<file path="src/rtl/cwf_burst_pkg.sv">
package cwf_burst_pkg;

    typedef enum logic [1:0] {
        SEQ_IDLE = 2'd0,
        SEQ_RUN  = 2'd1,
        SEQ_FIN  = 2'd2
    } seq_state_e;

endpackage

</file>
<file path="src/rtl/cwf_beat_order.sv">
module cwf_beat_order #(
    parameter int LINE_DW = 4
) (
    input  logic [$clog2(LINE_DW)-1:0] dword,
    input  logic [$clog2(LINE_DW):0]   cnt,
    input  logic                       bus32,
    output logic [$clog2(LINE_DW):0]   idx
);
    localparam int DW_W = $clog2(LINE_DW);
    localparam int WD_W = DW_W + 1;

    initial begin
        a_r3_pow2_line: assert ((1 << DW_W) == LINE_DW)
            else $error("line length must be a power of two");
    end

    logic [WD_W-1:0] word_base;
    logic [WD_W-1:0] idx_narrow;
    logic [WD_W-1:0] idx_wide;

    always_comb begin
        word_base  = {dword, 1'b0};
        idx_wide   = word_base + cnt;
        idx_narrow = {1'b0, DW_W'(dword + cnt[DW_W-1:0])};
        idx        = bus32 ? idx_wide : idx_narrow;
    end

endmodule

</file>
<file path="src/rtl/cwf_beat_mask.sv">
module cwf_beat_mask #(
    parameter int LANES  = 8,
    parameter int CNT_W  = 3
) (
    input  logic [CNT_W-1:0] cnt,
    input  logic             single,
    input  logic             write,
    input  logic             bus32,
    input  logic [LANES-1:0] be,
    output logic [LANES-1:0] mask
);
    localparam int HALF = LANES / 2;

    logic            targeted;
    logic [HALF-1:0] half_be;
    logic [LANES-1:0] write_mask;

    always_comb begin
        if (bus32) targeted = (cnt < CNT_W'(2));
        else       targeted = (cnt == '0);
        half_be = cnt[0] ? be[LANES-1:HALF] : be[HALF-1:0];
    end

    generate
        if (HALF > 0) begin : g_wide
            always_comb begin
                if (bus32) write_mask = {{(LANES-HALF){1'b0}}, ~half_be};
                else       write_mask = ~be;
            end
        end
    endgenerate

    always_comb begin
        if (!single)        mask = '0;
        else if (!targeted) mask = '1;
        else if (!write)    mask = '0;
        else                mask = write_mask;
    end

endmodule

</file>
<file path="src/rtl/cwf_burst_seq.sv">
module cwf_burst_seq
    import cwf_burst_pkg::*;
#(
    parameter int LINE_DW = 4,
    parameter int LANES   = 8
) (
    input  logic                       clk,
    input  logic                       rst_n,
    input  logic                       start,
    input  logic [$clog2(LINE_DW)-1:0] req_dword,
    input  logic                       req_single,
    input  logic                       req_write,
    input  logic [LANES-1:0]           req_be,
    input  logic                       req_bus32,
    output logic                       beat_valid,
    output logic [$clog2(LINE_DW):0]   beat_idx,
    output logic [LANES-1:0]           beat_mask,
    output logic                       done
);
    localparam int DW_W  = $clog2(LINE_DW);
    localparam int WD_W  = DW_W + 1;
    localparam int CNT_W = WD_W;
    localparam int WORDS = 2 * LINE_DW;

    typedef struct packed {
        seq_state_e       st;
        logic [CNT_W-1:0] cnt;
        logic [DW_W-1:0]  dw;
        logic             single;
        logic             write;
        logic             bus32;
        logic [LANES-1:0] be;
    } seq_t;

    seq_t seq_d, seq_q;
    logic last_beat;
    logic [WD_W-1:0]  idx_raw;
    logic [LANES-1:0] mask_raw;

    always_comb begin
        last_beat = seq_q.bus32 ? (seq_q.cnt == CNT_W'(WORDS - 1))
                                : (seq_q.cnt == CNT_W'(LINE_DW - 1));
        seq_d = seq_q;
        case (seq_q.st)
            SEQ_RUN: begin
                if (last_beat) seq_d.st  = SEQ_FIN;
                else           seq_d.cnt = seq_q.cnt + 1'b1;
            end
            default: begin
                seq_d.st = SEQ_IDLE;
                if (start) begin
                    seq_d.st     = SEQ_RUN;
                    seq_d.cnt    = '0;
                    seq_d.dw     = req_dword;
                    seq_d.single = req_single;
                    seq_d.write  = req_write;
                    seq_d.bus32  = req_bus32;
                    seq_d.be     = req_be;
                end
            end
        endcase
    end

    always_ff @(posedge clk) begin
        if (!rst_n) begin
            seq_q <= '{st: SEQ_IDLE, default: '0};
        end else begin
            seq_q <= seq_d;
        end
    end

    cwf_beat_order #(.LINE_DW(LINE_DW)) u_order (
        .dword (seq_q.dw),
        .cnt   (seq_q.cnt),
        .bus32 (seq_q.bus32),
        .idx   (idx_raw)
    );

    cwf_beat_mask #(.LANES(LANES), .CNT_W(CNT_W)) u_mask (
        .cnt    (seq_q.cnt),
        .single (seq_q.single),
        .write  (seq_q.write),
        .bus32  (seq_q.bus32),
        .be     (seq_q.be),
        .mask   (mask_raw)
    );

    always_comb begin
        beat_valid = (seq_q.st == SEQ_RUN);
        done       = (seq_q.st == SEQ_FIN);
        beat_idx   = beat_valid ? idx_raw  : '0;
        beat_mask  = beat_valid ? mask_raw : '0;
    end

    // accepted request shows its first index one cycle later
    a_r2_first_beat: assert property (@(posedge clk) disable iff (!rst_n)
        (start && !beat_valid) |=> (beat_valid &&
            beat_idx == ($past(req_bus32) ? {$past(req_dword), 1'b0}
                                          : {1'b0, $past(req_dword)})));

    // 64-bit beats step by one modulo the line
    a_r3_step_dw: assert property (@(posedge clk) disable iff (!rst_n)
        (beat_valid && $past(beat_valid) && !seq_q.bus32) |->
            beat_idx[DW_W-1:0] == DW_W'($past(beat_idx[DW_W-1:0]) + 1'b1));

    // 32-bit beats step by one modulo the word count
    a_r4_step_word: assert property (@(posedge clk) disable iff (!rst_n)
        (beat_valid && $past(beat_valid) && seq_q.bus32) |->
            beat_idx == WD_W'($past(beat_idx) + 1'b1));

    // no gap inside a burst
    a_r5_no_gap: assert property (@(posedge clk) disable iff (!rst_n)
        (beat_valid && !last_beat) |=> beat_valid);

    // done follows a beat and lasts one cycle
    a_r6_done_after_beat: assert property (@(posedge clk) disable iff (!rst_n)
        done |-> $past(beat_valid));
    a_r6_done_pulse: assert property (@(posedge clk) disable iff (!rst_n)
        done |=> !done);

    // full-line beats carry no mask
    a_r7_full_clear: assert property (@(posedge clk) disable iff (!rst_n)
        (beat_valid && !seq_q.single) |-> beat_mask == '0);

    // beats past the targeted ones are fully masked
    a_r8_untargeted: assert property (@(posedge clk) disable iff (!rst_n)
        (beat_valid && seq_q.single && seq_q.cnt >= CNT_W'(2)) |-> beat_mask == '1);

    // a start during a burst leaves the captured request alone
    a_r11_hold: assert property (@(posedge clk) disable iff (!rst_n)
        (beat_valid && start && !last_beat) |=>
            (beat_valid && seq_q.dw == $past(seq_q.dw) && seq_q.bus32 == $past(seq_q.bus32)));

endmodule

</file>
<file path="config.mk">
export PLATFORM = sky130hd
export DESIGN_NAME = cwf_burst_seq
export DESIGN_NICKNAME = d
export VERILOG_FILES = /design/src/rtl/cwf_burst_pkg.sv /design/src/rtl/cwf_beat_order.sv /design/src/rtl/cwf_beat_mask.sv /design/src/rtl/cwf_burst_seq.sv
export SDC_FILE = /design/constraint.sdc
export NUM_CORES = 1
export LEC_CHECK = 0
export ABC_AREA = 1
export BUFFER_PORTS_ARGS = -buffer_cell sky130_fd_sc_hd__buf_2
export CORE_UTILIZATION = 44
export DETAILED_ROUTE_END_ITERATION = 12
export GPL_TIMING_DRIVEN = 1
export PLACE_DENSITY_LB_ADDON = 0.3
export REMOVE_ABC_BUFFERS = 1
export SYNTH_ARGS = -nofsm -noshare
export SYNTH_HDL_FRONTEND = slang
export SYNTH_SLANG_ARGS = --single-unit
</file>
<file path="constraint.sdc">
create_clock -name clk -period 1.2 [get_ports clk]
set_clock_uncertainty 0.05 [all_clocks]
set_input_delay 0.12 -clock clk [delete_from_list [all_inputs] [get_ports clk]]
set_output_delay 0.12 -clock clk [all_outputs]
set_load 0.005 [all_outputs]
</file>
## Word-level counts from Yosys, hierarchy flattened

Cells that the tools add are included.

- Input bits: 16
- Register bits after elaboration: 18
- Logic and storage cells: 38
- Output and inout port bits: 13

- Eq/ne operators: 6
- Add/sub/neg operators: 3
- Mux-type cells: 14
- Bitwise logic cells: 3
- Reduce and logical (&&, ||, !) cells: 4
- Magnitude comparators: 1

Operator list:

| operator | number |
|---|---|
| $mux 8 | 5 |
| $mux 17 | 1 |
| $mux 3 | 3 |
| $not 8->8 | 1 |
| $mux 5 | 1 |
| $mux 4 | 1 |
| $not 4->4 | 1 |
| $reduce_and 2->1 | 2 |
| $add 3x1->3 const B | 1 |
| $add 3x3->3 | 1 |
| $eq 3x2->1 const B | 1 |
| $eq 3x3->1 const B | 1 |
| $logic_not 3->1 | 1 |
| $lt 3x2->1 const B | 1 |
| $add 2x2->2 | 1 |
| $eq 2x1->1 const B | 1 |
| $eq 2x2->1 const B | 1 |
| $mux 1 | 2 |
| $mux 2 | 1 |
| $ne 2x1->1 const B | 1 |
| $ne 2x2->1 const B | 1 |
| $reduce_bool 2->1 | 1 |
| $not 1->1 | 1 |

## Logic depth before layout (Yosys ltp)

- Depth in word-level cells: 7
- Mapped depth: 8
- Depth with buffers taken out: 7

## By module

From an unflattened synthesis, not the netlist that was laid out.

- Cells, all modules: 170
- Area total of the unflattened synthesis: 1,101.1 sq um

Modules (own cells, without submodules):

| module | area an instance (sq um) | cells each | sequential area each (sq um) | times used |
|---|---|---|---|---|
| cwf_burst_seq | 813.3 | 111 | 360.3 | 1 |
| cwf_beat_mask | 171.4 | 36 | 0.0 | 1 |
| cwf_beat_order | 116.4 | 23 | 0.0 | 1 |

## Worst setup path before layout

OpenSTA, ideal clock, no wires.

- Path type: reg2out
- From: register seq_q[13] (netlist name)
- To: output beat_mask[0]
- Stages on the path, launching flop included: 6
- Path buffers: 0
- Data arrival time: 1,106 ps
- Data required time: 1,030 ps
- Setup slack: -76 ps
- Path through: dfxtp_1 inv_1 ha_1 o211ai_1 inv_2 a21oi_1

- Word-level cells in the longest chain between the ends: 7
- Elaborated cells on any way between the ends: 10
- Classes of those cells: 1 x order compare; 7 x mux; 1 x bitwise; 1 x reduce/logical

RTL lines:

| item | line | RTL |
|---|---|---|
| from (decl) | cwf_burst_seq.sv:35 | `seq_t seq_d, seq_q;` |
| from (signal assigned) | cwf_burst_seq.sv:68 | `seq_q <= seq_d;` |
| parallel branches: the longest is 4 deep, another holds $lt 3x2->1 | - |  |
| $mux 8 * | cwf_beat_mask.sv:35 | `else if (!targeted) mask = '1;` |
| $mux 8 * | cwf_beat_mask.sv:34 | `if (!single) mask = '0;` |
| $mux 8 * | cwf_burst_seq.sv:92 | `beat_mask = beat_valid ? mask_raw : '0;` |
| to (decl) | cwf_burst_seq.sv:17 | `output logic [LANES-1:0] beat_mask,` |

Every way passes the cells marked *.

## Worst setup path after layout

- From: register seq_q[13] (netlist name)
- To: output beat_mask[4]

- Word-level cells in the longest chain between the ends: 5
- Elaborated cells on any way between the ends: 6
- Classes of those cells: 1 x order compare; 4 x mux; 1 x reduce/logical

RTL lines:

| item | line | RTL |
|---|---|---|
| $lt 3x2->1 or $logic_not 3->1 (tied branches) | cwf_beat_mask.sv:19, cwf_beat_mask.sv:20 |  |
| $mux 1 * | cwf_beat_mask.sv:19 | `if (bus32) targeted = (cnt < CNT_W'(2));` |
| $mux 8 * | cwf_beat_mask.sv:35 |  |
| $mux 8 * | cwf_beat_mask.sv:34 |  |
| $mux 8 * | cwf_burst_seq.sv:92 |  |

Mark *: on every way between the ends. The rest lies on a longest branch, timed or not.

==> run_results.csv <==
group,metric,value,unit
run_status,status,"finished with violations",
run_status,failed_checks,"setup timing",
global_route,grt_pass1_vias,945,
placed_design,portBuffers,28,
logic_synthesis,yosys.area_share.simple,24.48,%
die,initial_core_util,47.75,%
timing,fin_crit,1.745,ns
global_route,antenna_found_initial,0,
flow_run,maxCapViolations,0,
cells_and_area,largest_reg_flops,18,
timing,fmax,573.1,MHz
clock_network,htreeDepth,1,
die,io_pins,29,
route,wl_per_cell,12.37,um
timing,hold_violations,0,
die,die_x,48.61,um
die,die_height,48.61,um
die,dieArea,2363,um^2
placed_design,dp_cells,197,
timing,setup_viol,15,
route,finalWirelength,2.586,mm
placed_design,gp_congestion,0.7995,
worst_setup_path,cp.required,1.03,ns
timing,slew_violations,0,
logic_synthesis,yosys.area_share.adder,5.236,%
worst_setup_path,cp-start-kind,"flop",
hold_path,hold_start,"req_be[1]",
logic_synthesis,yosysSeqAreaShare,37.70,%
global_route,grt_max_degree,16,
worst_setup_path,cp_max_fo,7,
clock_network,cts_num_sinks,18,
worst_setup_path,worst_r2r_endpoint,"seq_q[15]",
worst_setup_path,rr_startpoint,"seq_q[14]",
logic_synthesis,muxShareOfSynthArea,0,%
route,dr.pass1.iters,4,
global_route,overflow,0,
cells_and_area,fin_nets,204,
pwr,p_leak,0.6435,nW
worst_setup_path,reg2reg_depth,8,
worst_setup_path,arrival,1.57,ns
pwr,vdd_ir_drop_max,876.7,uV
logic_synthesis,synth_area,955.9,um^2
logic_synthesis,synth_seq_cells,18,
route,num_vias,1062,
hold_path,worstHoldPathCells,3,
worst_setup_path,ff2ff_setup_slack,-0.17,ns
timing,slew_headroom,72.39,%
logic_synthesis,synth_xor_xnor_area_share,3.665,%
pwr,power_density,954.2,nW/um^2
clock_network,cts-root-buf,"clkbuf_4",
clock_network,clock_path_buffers,2,
timing,tightest_slew,0.4132,ns
clock_network,cts-buffers-inserted,3,
hold_path,whs_endpoint,"seq_q[1]",
placed_design,hpwlAfterDp,1.556,mm
cells_and_area,seqCellArea,366.6,um^2
cells_and_area,fin_cells,209,
logic_synthesis,synth_top_family_by_area,"simple AND/OR/NAND/NOR gates",
die,core,2002,um^2
route,drc_errors,0,
worst_setup_path,endpoint_kind,"primary output",
die,placementRows,16,
global_route,globalRouteTotalUtil,22.02,%
logic_synthesis,synth_warnings,0,
route,viasPerCell,5.081,
placed_design,place_ws,-0.1688,ns
route,drtIter0Drc,24,
cells_and_area,antennaDiodeCount,0,
cells_and_area,reg_top3,"seq_q x18",
logic_synthesis,syn_area_per_cell,7.134,um^2
global_route,grt_pass1_wl,3.953,mm
clock_network,clk_pin_slew,0.10,ns
worst_setup_path,critical_path_class,"flop to primary output",
clock_network,cts_tree,"yes",
hold_path,min_path_type,"primary input to flop",
timing,finalCritPeriodShare,145.4,%
cells_and_area,drive_above_1_share,50.00,%
logic_synthesis,netlist_instances,134,
cells_and_area,areaGrowthSynthToFinish,54.84,%
cells_and_area,multiInputGateArea,646.9,um^2
timing,final.setup.worst_slack,-0.5449,ns
cells_and_area,regMostFlops,"seq_q",
route,ant_nets,0,
timing,rsz0062_at_grt,"true",
logic_synthesis,yosysUniqueCellTypes,20,
clock_network,clock_latency,0.29,ns
cells_and_area,nFillCells,168,
logic_synthesis,synth-compound-area-share,20.55,%
==> report_power, final <==
part	total (mW)	internal, mW	switching [mW]	leakage [nW]
registers	0.681	0.644	0.0368	0.151
logic	0.431	0.205	0.225	0.479
clock network	0.301	0.117	0.183	0.0138
total	1.41	0.967	0.446	0.644
==> through the flow <==
stage | setup TNS (ns) | util (%) | instance area [um^2] | power [mW] | hold WS (ns)
3_5_place_dp | -1.341 | 60.94 | 1220 | 0.9915 | 0.3241
6_report | -5.667 | 73.94 | 1480 | 1.412 | 0.01320
5_1_grt | -6.839 | 73.94 | 1480 | 1.498 | 0.03715
4_1_cts | -4.799 | 67.69 | 1355 | 1.341 | 0.007552
2_1_floorplan | -0.4584 | - | 930.9 | 0.8527 | 0.1927
3_3_place_gp | -1.029 | 60.94 | 1220 | 0.9845 | 0.3143
==> final cells by class <==
| class | count | share of cell area [%] |
|---|---|---|
| repair buffers | 49 | 23.75 |
| flip-flops and latches | 18 | 24.77 |
| well taps | 27 | 2.282 |
| clock buffers | 3 | 1.522 |
| inverters | 14 | 3.973 |
| multi-input cells | 98 | 43.70 |
==> routing by layer <==
layer  global-route usage, %  vias to the layer above  share of wire (%)
li1                        -                      536                  -
met1                   25.98                      491                 43
met2                   37.04                       26                 50
met3                   4.403                        9                4.3
met4                   12.25                        0                2.9
met5                       0                        -                  0
==> critical path: stages, from the launching register on <==
cell      delay, ns
dfxtp_2        0.36
inv_2          0.05
ha_4           0.14
o211ai_1       0.25
inv_2          0.16
a21oi_2        0.16
buf_2          0.15
==> worst max-delay path by stage <==
stage	to	start
after CTS	beat_mask[6]	seq_q[13]
after floorplan	beat_mask[0]	seq_q[13]
final	beat_mask[4]	seq_q[13]
after global placement	beat_mask[0]	seq_q[13]
after detailed placement	beat_mask[2]	seq_q[13]
after global routing	beat_mask[4]	seq_q[14]
==> synthesized netlist by cell type <==
cell type	number	share of area (%)
nand2_1	16	6.3
nor2_1	24	9.4
nor3_1	3	1.6
inv_1	10	3.9
ha_1	4	5.2
a21oi_2	1	0.92
buf_2	2	1.0
xor2_1	1	0.92
buf_6	1	1.2
nand3_2	1	1.0
buf_1	1	0.39
inv_4	1	0.65
xnor2_1	3	2.7
o211ai_1	1	0.79
inv_2	3	1.2
o21ai_0	17	8.9
nand2_4	3	3.5
nand3_1	5	2.6
a21oi_1	19	9.9
dfxtp_1	18	38
==> layout by cell type, fill, tap and decap left out <==
cell and count:
a21oi_1 11, a21oi_2 9, buf_12 2, buf_2 27, buf_4 14, buf_6 5
buf_8 1, clkbuf_4 3, clkinvlp_4 1, dfxtp_1 13, dfxtp_2 5, ha_4 4
inv_1 7, inv_2 5, inv_4 1, nand2_1 11, nand2_2 4, nand2_4 3
nand2_8 1, nand3_1 5, nand3_4 1, nor2_1 20, nor2_2 4, nor3_1 3
o211ai_1 1, o21ai_0 10, o21ai_1 7, xnor2_1 2, xnor2_2 1, xor2_1 1
==> cell families after synthesis <==
kind of cell,count (synthesis)
DFF,18
adders and majority gates,4
xor gates and xnor gates,4
and+or+nand+nor,52
buffers and inverters,18
AOI/OAI and AO/OA,38
==> what timing repair did <==
action,4_1_cts,5_1_grt
buffers inserted,3,6
hold buffers,0,0
resized for setup,25,26
endpoints found under the setup margin,15,28
pin swaps,11,11
Power figures use the tool's default switching activity.
